<file path="config.mk">
export PLATFORM = sky130hd
export DESIGN_NAME = centroid_pos_sel
export DESIGN_NICKNAME = d
export VERILOG_FILES = /design/src/rtl/centroid_pos_sel.sv
export SDC_FILE = /design/constraint.sdc
export NUM_CORES = 1
export LEC_CHECK = 0
export CAP_MARGIN = 15
export CORE_AREA = 5 5 42 44
export DETAILED_ROUTE_END_ITERATION = 8
export DIE_AREA = 0 0 47 49
export GPL_ROUTABILITY_DRIVEN = 0
export GPL_TIMING_DRIVEN = 1
export SETUP_SLACK_MARGIN = 0.15
export SLEW_MARGIN = 30
export SYNTH_ARGS = -nofsm -noshare
export SYNTH_HDL_FRONTEND = slang
export SYNTH_SLANG_ARGS = --single-unit
</file>
<file path="constraint.sdc">
create_clock -name vclk -period 1.6
set_clock_uncertainty 0.1 [all_clocks]
set_input_delay 0.32 -clock vclk [all_inputs]
set_output_delay 0.32 -clock vclk [all_outputs]
set_load 0.02 [all_outputs]
</file>
<file path="src/rtl/centroid_pos_sel.sv">
module centroid_pos_sel #(
  parameter int FRAC_W  = 4,
  parameter bit OUT_REG = 1'b0
) (
  input  logic              clk,
  input  logic              rst_n,
  input  logic [3:0]        cov_mask,
  input  logic [1:0]        interp_mode,
  input  logic              centroid_en,
  input  logic              msaa_en,
  output logic [FRAC_W-1:0] pos_x,
  output logic [FRAC_W-1:0] pos_y,
  output logic              at_centre
);

  localparam int SH = FRAC_W - 4;
  localparam logic [FRAC_W-1:0] CTR = FRAC_W'(8) << SH;
  localparam logic [FRAC_W-1:0] X0 = FRAC_W'(6)  << SH;
  localparam logic [FRAC_W-1:0] Y0 = FRAC_W'(2)  << SH;
  localparam logic [FRAC_W-1:0] X1 = FRAC_W'(14) << SH;
  localparam logic [FRAC_W-1:0] Y1 = FRAC_W'(6)  << SH;
  localparam logic [FRAC_W-1:0] X2 = FRAC_W'(2)  << SH;
  localparam logic [FRAC_W-1:0] Y2 = FRAC_W'(10) << SH;
  localparam logic [FRAC_W-1:0] X3 = FRAC_W'(10) << SH;
  localparam logic [FRAC_W-1:0] Y3 = FRAC_W'(14) << SH;

  logic              partial, use_sample;
  logic [FRAC_W-1:0] sel_x, sel_y;
  logic              sel_ctr;

  assign partial    = (cov_mask != 4'h0) && (cov_mask != 4'hF);
  assign use_sample = msaa_en && centroid_en && (interp_mode != 2'd0) && partial;

  always_comb begin
    sel_x   = CTR;
    sel_y   = CTR;
    sel_ctr = 1'b1;
    if (use_sample) begin
      sel_ctr = 1'b0;
      if (cov_mask[0]) begin
        sel_x = X0; sel_y = Y0;
      end else if (cov_mask[1]) begin
        sel_x = X1; sel_y = Y1;
      end else if (cov_mask[2]) begin
        sel_x = X2; sel_y = Y2;
      end else begin
        sel_x = X3; sel_y = Y3;
      end
    end
  end

  generate
    if (OUT_REG) begin : g_reg
      always_ff @(posedge clk) begin
        if (!rst_n) begin
          pos_x     <= CTR;
          pos_y     <= CTR;
          at_centre <= 1'b1;
        end else begin
          pos_x     <= sel_x;
          pos_y     <= sel_y;
          at_centre <= sel_ctr;
        end
      end
    end else begin : g_comb
      assign pos_x     = sel_x;
      assign pos_y     = sel_y;
      assign at_centre = sel_ctr;
    end
  endgenerate

endmodule

</file>
==> results of run 1 <==
[how the worst max path moves through the flow]
| stage | from | endpoint | slack [ns] | cells past startpoint |
|---|---|---|---|---|
| finish | cov_mask[1] | pos_x[1] | -0.07 | 4 |
| global route | cov_mask[1] | pos_x[1] | -0.09 | 4 |
| CTS | cov_mask[1] | pos_x[1] | -0.08 | 4 |
| detailed placement | cov_mask[0] | pos_x[1] | -0.81 | 4 |
| global placement | cov_mask[3] | pos_y[1] | -0.81 | 4 |
| floorplan | cov_mask[0] | pos_x[1] | 0.04 | 3 |
[where the power goes]
part / leakage (nW) / total [mW] / switching [mW] / internal [mW]
Clock: 0 / 0 / 0 / 0
Combinational: 0.169 / 0.0922 / 0.0424 / 0.0498
Sequential: 0 / 0 / 0 / 0
[critical path, cell delays in order]
cell and delay (ns):
buf_6 0.09, or4_4 0.52, and3_4 0.19, buf_6 0.12
[kinds of logic after synthesis]
kind of cell | share of synthesized area [%]
buffers and inverters | 24.5
other | 2.72
and+or+nand+nor | 45.5
AOI/OAI and AO/OA | 27.3
[through the flow]
step	setup slack, ns	instance area [µm²]	utilization [%]	std cells
2_1_floorplan	0.0372	158	-	22
3_3_place_gp	-0.814	320	22.9	53
3_5_place_dp	-0.813	320	22.9	53
4_1_cts	-0.0757	342	24.4	56
5_1_grt	-0.0926	350	25.0	57
6_report	-0.0723	350	25.0	57
[area by class of cell]
class	instances	area share [%]
well taps	16	5.71
multi-input cells	17	38.6
inverters	1	1.07
repair buffers	23	54.6
[placed cells by master (no fill, tap or decap), drive strengths merged]
cell type,instances
a211oi,1
o211a,1
or4,1
and3,1
nor2,1
or3,1
clkbuf,3
o211ai,1
a21boi,1
nand3,1
nor3,1
nand2b,1
o21ai,1
conb,2
and4,1
buf,20
nor2b,1
nand4,1
inv,1
[metal layers]
layer | track usage, % | share of wire [%] | vias up
met2 | 8.82 | 51 | 14
li1 | - | - | 113
met1 | 5.22 | 30 | 98
met5 | 0 | 0 | -
met3 | 1.11 | 18 | 0
met4 | 0 | 0 | 0
[timing repair]
| item | in CTS | in global routing |
|---|---|---|
| endpoints found under the setup margin | 7 | 7 |
| pin swaps | 6 | 2 |
| gates resized for setup | 74 | 7 |
| buffers inserted | 3 | 1 |
==> run_results.csv, run 1 <==
group,metric,value,unit
drt,drt-vias-per-instance,3.95,
drt,drc,0,
floorplanning,placeableCoreArea,0.00140,mm²
finish,drive_above_1_share,73.2,%
drt,vias,225,
global_route,grt_max_degree,6,
min_path,min-delay-start,"cov_mask[0]",
place,dp_hpwl,417,µm
timing,setup_ws,-0.0723,ns
floorplanning,die_height,49,µm
floorplanning,die_area,0.00230,mm²
global_route,grt_pass1_wl,862,µm
drt,first_pass_iters,4,
timing,holdWs,0.937,ns
synthesis,ys_top_cells_by_area,"buf_4, and4_2, o211a_1",
synthesis,syn_area_per_cell,6.55,µm²
timing,slew_violations,0,
finish,nClkBuffers,0,
synthesis,synth_cell_types,18,
floorplanning,fp-row-count,14,
synthesis,synth.cell_area,138,µm²
finish,regArea,0,µm²
worst_setup_path,endpoint_kind,"output port",
timing,hold_viol,0,
drt,drt-initial-drc-count,1,
global_route,grt_antenna_before_repair,0,
timing,fmax,598,MHz
power,p_leak,0.169,nW
global_route,grt_pass1_vias,213,
timing,finalCriticalPeriod,1.67,ns
timing,fin_crit_sh,105,%
finish,n_antenna_cell,0,
drt,ant_nets,0,
timing,setup_viol,3,
synthesis,yosysTopAreaCell,"buf_4",
outcome,outcome,"finished with violations",
finish,nets,53,
worst_setup_path,critical_path_class,"in -> out",
worst_setup_path,cp.required,1.18,ns
drt,drt_wl_total,607,µm
place,numPortBuffers,15,
worst_setup_path,worstPathMaxFanout,2,
power,power.density,263,mW/mm²
flow_run,cap_violations,0,
min_path,whs_endpoint,"at_centre",
timing,rsz0062_at_grt,"true",
finish,multi_input_area,135,µm²
finish,n_fill_cell,166,
floorplanning,initial_utilization,9.82,%
min_path,hold_depth,4,
synthesis,synth_cells,21,
worst_setup_path,critPathArrivalTime,1.25,ns
min_path,hp-class,"in -> out",
worst_setup_path,critPathLaunchType,"primary input",
synthesis,synth_top_area_share,21.8,%
timing,finalSetupTns,-0.162,ns
clock_tree,postCtsHoldBufs,0,
finish,area_growth,155,%
synthesis,yosysWarnings,0,
power,ir_drop,0.0408,mV
drt,wl_per_cell,10.6,µm
global_route,grt_util_all_layers,4.63,%
floorplanning,die_x,47,µm
power,total_power,0.0922,mW
synthesis,seq_area_frac_synth,0,%
global_route,overflow,0,
finish,seq_cell_count,0,
floorplanning,io_pins,19,
synthesis,synth.most_common_cell,"buf_4",
outcome,violations,"setup timing",
No activity file was read; power rests on OpenSTA's default activity.
==> run 2, diff against run 1 <==
clock period = 1.5 ns   (was 1.6 ns; I/O delays follow)
==> run 2 against run 1 <==
Against the previous run:
- the flow still finishes with violations (setup timing)
- setup slack worse by 0.041 ns
- critical path depth stayed put
- utilization shrank 1.2 points
- final area shrank 4.6%
- global-route usage fell by 0.56 points
- final cell count shrank 3.5%
- non-clock buffer count decreased by 2
- routed wire length fell by 15%
- sequential share of layout area unchanged
- via count shrank 1.3%
- hold slack worse by 0.060 ns
- largest power group unchanged
- highest routed layer unchanged
==> run_results.csv, run 2 (synthesized netlist as in run 1, its figures left out) <==
group,metric,value,unit
global_route,grt_max_degree,7,
timing,hold_viol,0,
timing,finalSetupTns,-0.351,ns
power,p_sw,0.0420,mW
finish,final_cell_mix,"buf_4, buf_6, buf_2",
drt,wl_per_cell,9.35,µm
floorplanning,io_pins,19,
power,ir_drop,0.0453,mV
timing,slew_violations,0,
flow_run,cap_violations,0,
power,p_int,0.0494,mW
timing,setup_ws,-0.113,ns
floorplanning,placeableCoreArea,0.00140,mm²
place,dp_hpwl,432,µm
finish,final_util,23.8,%
finish,regArea,0,µm²
finish,n_antenna_cell,0,
place,placed_area,323,µm²
finish,nClkBuffers,0,
power,clkPwrFrac,0,%
finish,seq_cell_count,0,
drt,drt_wl_total,514,µm
drt,first_pass_iters,2,
global_route,grt_pass1_wl,779,µm
global_route,grt_pass1_vias,187,
floorplanning,initial_utilization,9.82,%
timing,fmax,620,MHz
min_path,hold_depth,4,
floorplanning,die_area,0.00230,mm²
outcome,violations,"setup timing",
drt,wl_met1,179,µm
power,p_leak,0.161,nW
clock_tree,postCtsHoldBufs,0,
min_path,hp-class,"in -> out",
drt,wl_met3,98,µm
power,switching_share,46.0,%
power,power.density,274,mW/mm²
drt,ant_nets,0,
drt,drt-vias-per-instance,4.04,
worst_setup_path,critPathLaunchType,"primary input",
worst_setup_path,critical_path_class,"in -> out",
timing,holdWs,0.876,ns
floorplanning,die_x,47,µm
timing,fin_crit_sh,108,%
drt,routed.top_layer,"met3",
finish,drive_above_1_share,69.2,%
drt,drt-initial-drc-count,1,
drt,drc,0,
place,pre_cts_ws,-0.883,ns
power,seqPwrFrac,0,%
timing,rsz0062_at_grt,"true",
global_route,overflow,0,
finish,nets,51,
global_route,grt_util_all_layers,4.07,%
worst_setup_path,critPathArrivalTime,1.21,ns
worst_setup_path,endpoint_kind,"output port",
drt,vias,222,
worst_setup_path,worstPathMaxFanout,2,
global_route,grt_antenna_before_repair,0,
floorplanning,die_height,49,µm
floorplanning,fp-row-count,14,
place,numPortBuffers,15,
timing,finalCriticalPeriod,1.61,ns
finish,area_growth,143,%
worst_setup_path,cp.required,1.10,ns
outcome,outcome,"finished with violations",
timing,setup_viol,4,
finish,final_cell_area,334,µm²
drt,met2_length,236,µm
finish,final_common_cell,"buf_4",
power,p_comb_share,100.0,%
[run 2: changes by cell type in the layout (fill, tap and decap cells not counted), sizes merged]
cell    before  now
clkbuf       3    0
buf         20   21
[run 2: final cells by class]
type                            count  area (µm²)
Fill cell                         169        1070
Inverter                            1        3.75
Multi-Input combinational cell     17         133
Tap cell                           16        20.0
Timing Repair Buffer               21         178
[run 2: worst paths after layout]
check	startpoint	end	slack, ns
setup / recovery	cov_mask[0]	pos_x[1]	-0.11
hold / removal	cov_mask[0]	pos_y[2]	0.88
[run 2: metal layers]
metal | up-vias | global-route usage (%)
li1 | 110 | -
met1 | 99 | 5.22
met2 | 13 | 7.24
met3 | 0 | 0.738
met4 | 0 | 0
met5 | - | 0
[run 2: power groups by stage]
stage               clock network, mW  logic (mW)  registers, mW
floorplan                           0      0.0445              0
global route                        0      0.0990              0
detailed placement                  0      0.0879              0
finish                              0      0.0915              0
global placement                    0      0.0874              0
CTS                                 0      0.0893              0
[run 2: what timing repair did]
item                       4_1_cts  5_1_grt
setup buffers                    2        1
setup endpoints to repair        7        7
pin swaps                        8        3
cloned                           0        0
gates resized for setup         78        2
[run 2: stage by stage]
step	total power [mW]	cells
after floorplan	0.0445	22
after global routing	0.0990	55
final	0.0915	55
after detailed placement	0.0879	52
after CTS	0.0893	54
after global placement	0.0874	52
[run 2: worst max-delay path, stage by stage]
cell and delay, ns:
buf_6 0.09, or4_4 0.52, and3_4 0.17, buf_6 0.12
